File: src/rtl/uop_pkg.sv
package uop_pkg;
    typedef enum logic [3:0] {
        OP_MOVE = 4'd0,
        OP_LOAD = 4'd1,
        OP_ADDSUB = 4'd2,
        OP_RSUB = 4'd3,
        OP_INC = 4'd4,
        OP_DEC = 4'd5,
        OP_NOT = 4'd6,
        OP_NEG = 4'd7,
        OP_AND = 4'd8,
        OP_OR = 4'd9,
        OP_XOR = 4'd10,
        OP_SHL = 4'd11,
        OP_SHR = 4'd12
    } uop_op_e;

    localparam logic [3:0] OP_LAST = 4'd12;
endpackage

File: src/rtl/uop_srcmux.sv
module uop_srcmux #(
    parameter int W = 8,
    parameter int NREG = 5,
    parameter int SEL_W = 3
) (
    input  logic [NREG-1:0][W-1:0] regs,
    input  logic [SEL_W-1:0]       sel,
    output logic [W-1:0]           data
);
    logic [NREG-1:0] hit;

    // one-hot hit per register; codes at or past the last index map to it
    for (genvar i = 0; i < NREG; i++) begin : g_hit
        if (i == NREG - 1) begin : g_top
            assign hit[i] = (int'(sel) >= i);
        end else begin : g_low
            assign hit[i] = (int'(sel) == i);
        end
    end

    always_comb begin
        data = '0;
        for (int i = 0; i < NREG; i++) begin
            if (hit[i]) data = data | regs[i];
        end
    end
endmodule

File: src/rtl/uop_alu.sv
module uop_alu
    import uop_pkg::*;
#(
    parameter int W = 8
) (
    input  uop_op_e      op,
    input  logic         sub_mode,
    input  logic         link_mode,
    input  logic         link_in,
    input  logic [W-1:0] a,
    input  logic [W-1:0] b,
    input  logic [W-1:0] din,
    output logic [W-1:0] res,
    output logic         carry,
    output logic         link_out,
    output logic         link_we
);
    logic [W-1:0] add_x, add_y;
    logic         add_cin;
    logic [W:0]   sum;
    logic         fill;

    // adder operand steering for every arithmetic operation
    always_comb begin
        add_x = a;
        add_y = '0;
        add_cin = 1'b0;
        unique case (op)
            OP_ADDSUB: begin
                add_y = sub_mode ? ~b : b;
                add_cin = sub_mode;
            end
            OP_RSUB: begin
                add_x = b;
                add_y = ~a;
                add_cin = 1'b1;
            end
            OP_INC: add_cin = 1'b1;
            OP_DEC: add_y = '1;
            OP_NEG: begin
                add_x = ~a;
                add_cin = 1'b1;
            end
            default: ;
        endcase
    end

    assign sum  = {1'b0, add_x} + {1'b0, add_y} + {{W{1'b0}}, add_cin};
    assign fill = link_mode & link_in;

    always_comb begin
        res = a;
        carry = 1'b0;
        link_out = link_in;
        link_we = 1'b0;
        unique case (op)
            OP_MOVE: res = a;
            OP_LOAD: res = din;
            OP_ADDSUB, OP_RSUB, OP_INC, OP_DEC, OP_NEG: begin
                res = sum[W-1:0];
                carry = sum[W];
            end
            OP_NOT: res = ~a;
            OP_AND: res = a & b;
            OP_OR:  res = a | b;
            OP_XOR: res = a ^ b;
            OP_SHL: begin
                res = {a[W-2:0], fill};
                link_out = a[W-1];
                link_we = link_mode;
            end
            OP_SHR: begin
                res = {fill, a[W-1:1]};
                link_out = a[0];
                link_we = link_mode;
            end
            default: ;
        endcase
    end
endmodule

File: src/rtl/uop_datapath.sv
module uop_datapath
    import uop_pkg::*;
#(
    parameter int W = 8,
    parameter int NGP = 4
) (
    input  logic                  clk,
    input  logic                  rst,
    input  logic                  ctl_k1,
    input  logic                  ctl_k2,
    input  logic                  sub_mode,
    input  logic                  link_mode,
    input  logic [3:0]            op,
    input  logic [2:0]            sel_a,
    input  logic [2:0]            sel_b,
    input  logic [2:0]            sel_dst,
    input  logic [W-1:0]          din,
    output logic [(NGP+1)*W-1:0]  regs_flat,
    output logic                  link_o,
    output logic                  zero_o,
    output logic                  carry_o
);
    localparam int NREG = NGP + 1;
    localparam int SEL_W = 3;

    typedef struct packed {
        logic [NREG-1:0][W-1:0] regs;
        logic                   link;
        logic                   zero;
        logic                   carry;
    } dp_state_t;

    dp_state_t st_d, st_q;

    uop_op_e      op_e;
    logic         op_ok;
    logic         exec;
    logic [W-1:0] opnd_a, opnd_b, alu_res;
    logic         alu_carry, alu_link, alu_link_we;
    int           dst_idx;

    assign op_e  = uop_op_e'(op);
    assign op_ok = (op <= OP_LAST);
    assign exec  = (ctl_k1 | ctl_k2) & op_ok;
    assign dst_idx = (int'(sel_dst) >= NGP) ? NGP : int'(sel_dst);

    uop_srcmux #(.W(W), .NREG(NREG), .SEL_W(SEL_W)) u_mux_a (
        .regs(st_q.regs), .sel(sel_a), .data(opnd_a)
    );
    uop_srcmux #(.W(W), .NREG(NREG), .SEL_W(SEL_W)) u_mux_b (
        .regs(st_q.regs), .sel(sel_b), .data(opnd_b)
    );

    uop_alu #(.W(W)) u_alu (
        .op(op_e), .sub_mode(sub_mode), .link_mode(link_mode),
        .link_in(st_q.link), .a(opnd_a), .b(opnd_b), .din(din),
        .res(alu_res), .carry(alu_carry), .link_out(alu_link),
        .link_we(alu_link_we)
    );

    always_comb begin
        st_d = st_q;
        if (exec) begin
            st_d.regs[dst_idx] = alu_res;
            st_d.zero = (alu_res == '0);
            st_d.carry = alu_carry;
            if (alu_link_we) st_d.link = alu_link;
        end
    end

    always_ff @(posedge clk) begin
        if (rst) st_q <= '0;
        else     st_q <= st_d;
    end

    assign regs_flat = st_q.regs;
    assign link_o = st_q.link;
    assign zero_o = st_q.zero;
    assign carry_o = st_q.carry;


    inhibit_hold_chk: assert property (@(posedge clk) disable iff (rst)
        !exec |=> $stable(st_q));


    zero_flag_chk: assert property (@(posedge clk) disable iff (rst)
        exec |=> (zero_o == (st_q.regs[$past(dst_idx)] == '0)));


    carry_clear_chk: assert property (@(posedge clk) disable iff (rst)
        (exec && !(op inside {4'd2, 4'd3, 4'd4, 4'd5, 4'd7})) |=> !carry_o);


    link_hold_chk: assert property (@(posedge clk) disable iff (rst)
        !(exec && link_mode && (op inside {4'd11, 4'd12})) |=> $stable(link_o));


    add_result_chk: assert property (@(posedge clk) disable iff (rst)
        (exec && op == 4'd2 && !sub_mode) |=>
            (st_q.regs[$past(dst_idx)] == W'($past(opnd_a) + $past(opnd_b))));
endmodule

File: config.mk
export PLATFORM = sky130hd
export DESIGN_NAME = uop_datapath
export DESIGN_NICKNAME = d
export VERILOG_FILES = /design/src/rtl/uop_pkg.sv /design/src/rtl/uop_srcmux.sv /design/src/rtl/uop_alu.sv /design/src/rtl/uop_datapath.sv
export SDC_FILE = /design/constraint.sdc
export NUM_CORES = 1
export LEC_CHECK = 0
export ABC_AREA = 1
export BUFFER_PORTS_ARGS = -buffer_cell sky130_fd_sc_hd__buf_2
export CAP_MARGIN = 20
export CORE_ASPECT_RATIO = 1.5
export CORE_MARGIN = 5
export CORE_UTILIZATION = 48
export DETAILED_ROUTE_END_ITERATION = 6
export PLACE_DENSITY_LB_ADDON = 0.2
export SYNTH_ARGS = -nofsm -noshare
export SYNTH_HDL_FRONTEND = slang
export SYNTH_SLANG_ARGS = --single-unit
export TNS_END_PERCENT = 30
File: constraint.sdc
create_clock -name clk -period 4 [get_ports clk]
set_clock_uncertainty 0.05 [all_clocks]
set_input_delay 0.6 -clock clk [delete_from_list [all_inputs] [get_ports clk]]
set_output_delay 0.6 -clock clk [all_outputs]
set_load 0.05 [all_outputs]
==> results.cfg <==
[status]
status = finished clean

[worst_hold_path]
hold-path-endpoint = link_o
worstHoldPathCells = 2
worstHoldStart = link_o
hold_removal_path_class = reg -> reg

[detailed_routing]
vias_per_cell = 5.506
drt_first_pass_iters = 5
avgRoutedWirePerCell_um = 16.89
ant_nets = 0
totalWireLength_um = 14530
initialDrtViolationCount = 289
detail_route.drc_violations = 0
dr_total_vias = 4735

[clocking]
clock_tree.buffer_depth = 2
cts.reportedPaths.clkPinSlew_ns = 0.07
cts_resized = 0
tritoncts = built
clock_sink_count = 43
ctsRootBufferMaster = clkbuf_16
cts-buffers-inserted = 5
h-tree-depth = 2
clkLatencyLatePin_ns = 0.29
postCtsSetupBuffers = 0
cts-hold-fix-buffers = 0

[setup_path]
cp.required_ns = 4.18
r2r.worst_path.cells = 22
worst-r2r-setup-slack_ns = 0.71
setup.worst_path.class = in -> reg
critPathMaxFanout = 7
worst-endpoint-arrival_ns = 3.84
crit_path_start_kind = input port
reg2reg_from = regs_flat[0]
timing.critical_path.to_type = flop
r2r-end = zero_o

[logic_synthesis]
synth.largest_area_cell = dfxtp_1
synthCells = 673
synth-seq-area-share_pct = 21.01
netlist_area_um2 = 4096
yosys_warning_count = 0
synth-seq-cells = 43
syn_nets = 725
synth-edff-count = 0
netlist.area_leader.share_pct = 21.01
ys_dominant_reg_cell = dfxtp_1
synth_async_sr_flop_share_pct = 0
synthDistinctLibCells = 39
netlist_top_cells_area = dfxtp_1 (21%), nand2_1 (16%), inv_1 (8.4%)
syn_avg_cell_area_um2 = 6.087

[power]
power.clock.fraction_pct = 34.3
power_mw = 1.442
sw_frac_of_total_pct = 37.48
p_leak_nw = 2.539
power-per-cell-area_nw_per_um2 = 300.1
power_frac_comb_pct = 32.6
pwr-share-seq_pct = 33.0
total_switching_power_mw = 0.5405
worst_ir_drop_vdd_mv = 0.4573
power.internal_mw = 0.9016

[cells_and_area]
synthToLayoutAreaGrowth_pct = 17.32
drive_above_1_share_pct = 21.25
finalNetCount = 804
num_antenna_cells = 0
design_area_um2 = 4806
postLayoutCoreUtil_pct = 57.47

[die]
die_h_um = 123.1
io_pins = 70
floorplan.rows = 41
die_x_um = 85.43
core_um2 = 8362
floorplan.die_area_um2 = 10520
starting_density_pct = 48.99

[placed_design]
placed_inst_area_um2 = 4617
place_ws_ns = -0.07400
io_buffer_count = 69
finalWeightedCongestion = 0.9740
dp_hpwl_um = 11930

[global_route]
first_pass_grt_wire_length_um = 23210
grt_util_all_layers_pct = 28.11
grt_max_degree = 37
grt_antenna_before_repair = 0
grt-ovfl-total = 0
via_count_of_the_first_global_routing_pass = 4698

[sta]
timing.final.setup_violations = 0
finalCriticalPeriod_ns = 3.657
tightest_slew_ns = 0.9301
achievable_clock_frequency_mhz = 273.4
share_of_the_cycle_needed_by_the_critical_path_after_routing_pct = 91.43
finalHoldWorstSlack_ns = 0.4348
postLayoutSetupSlackWorst_ns = 0.3427
final-hold-violation-count = 0
rsz0062_at_grt = no
slew_headroom_pct = 37.66
maxSlewViolCount = 0

[flow_run]
cap_violations = 0
power by group through the flow:
stage | logic, mW | clock network (mW) | registers, mW
after floorplan | 0.257 | 0 | 0.552
after global placement | 0.460 | 0 | 0.485
after detailed placement | 0.464 | 0 | 0.485
after CTS | 0.466 | 0.499 | 0.476
after global routing | 0.519 | 0.517 | 0.478
final | 0.470 | 0.495 | 0.477
per-layer routing:
metal | vias up | GRT usage [%] | wire, µm
li1 | 2345 | - | -
met1 | 2171 | 29.38 | 5420
met2 | 161 | 52.82 | 7639
met3 | 58 | 2.467 | 582
met4 | 0 | 18.32 | 884
met5 | - | 0 | 0
stage by stage:
step | cells | setup TNS, ns
floorplan | 673 | 0
global placement | 851 | 0
detailed placement | 851 | -0.07400
CTS | 859 | 0
global route | 860 | 0
finish | 860 | 0
critical path, stage by stage:
cell       delay (ns)
buf_2            0.18
inv_1            0.11
nand3_1          0.11
inv_1            0.10
a221oi_1         0.31
o21ai_1          0.25
o2111ai_1        0.30
fa_1             0.27
inv_1            0.08
fa_1             0.42
inv_1            0.10
nand3_1          0.09
nand2_1          0.09
nand2_1          0.05
nand2_1          0.06
inv_1            0.04
nand2_1          0.07
nand3_2          0.10
o21bai_4         0.12
nand2_1          0.06
nor2_1           0.13
nand3_1          0.08
a21oi_1          0.12
cells in the final DEF (no fill, tap or decap), types with 8 or more instances in the layout:
cell type / Yosys / final
nand2_1: 177 / 177
o211ai_1: 12 / 12
nor2_1: 59 / 59
nand4_1: 10 / 10
a21oi_1: 54 / 54
dfxtp_1: 43 / 43
ha_1: 23 / 23
inv_1: 92 / 92
nand3_1: 45 / 45
o21ai_0: 45 / 44
o21ai_1: 7 / 8
buf_4: 1 / 19
nand2_2: 12 / 12
buf_2: 3 / 69
inv_2: 15 / 15
nand3_2: 10 / 10
state kept, by name, indices dropped and copies added (netlist names):
name	count
carry_o	1
link_o	1
regs_flat	40
zero_o	1
cell usage after synthesis (3+ instances only):
cell	instances
buf_2	3
nor2_4	3
nor3_1	4
inv_2	15
nand3_2	10
nor2_2	7
nor3_2	4
o21ai_2	4
inv_1	92
o2111ai_1	4
o211ai_1	12
nor2_1	59
o21ai_0	45
o21ai_1	7
nand3_1	45
nand3b_1	3
nand2_1	177
a21oi_1	54
nand4_1	10
buf_6	4
o221ai_1	7
nand2_2	12
dfxtp_1	43
clkbuf_1	9
ha_1	23
worst max path at each step:
stage / from / end / slack, ns / cells after the start
2_1_floorplan: sel_b[2] / zero_o / 0.48 / 23
3_3_place_gp: sel_b[2] / zero_o / 0.02 / 23
3_5_place_dp: sel_b[2] / zero_o / -0.07 / 23
4_1_cts: sel_b[2] / zero_o / 0.23 / 23
5_1_grt: sel_b[2] / zero_o / 0.06 / 21
6_report: sel_b[2] / zero_o / 0.34 / 23
layout make-up:
type / instances / area, µm²
Fill cell: 848 / 3556
Multi-Input combinational cell: 504 / 2721
Sequential cell: 43 / 860.8
Timing Repair Buffer: 89 / 499.2
Inverter: 109 / 412.9
Clock buffer: 6 / 138.9
Tap cell: 107 / 133.9
Clock inverter: 2 / 38.79
cells by family after synthesis:
kind of cell / count (synthesis) / synth area share, %
simple gates: 338 / 38.18
xor+xnor: 3 / 0.6415
buf+inv: 126 / 12.55
flops: 43 / 21.01
fa+ha+maj: 25 / 8.003
compound gates: 138 / 19.61
No activity file was read; power rests on OpenSTA's default activity.
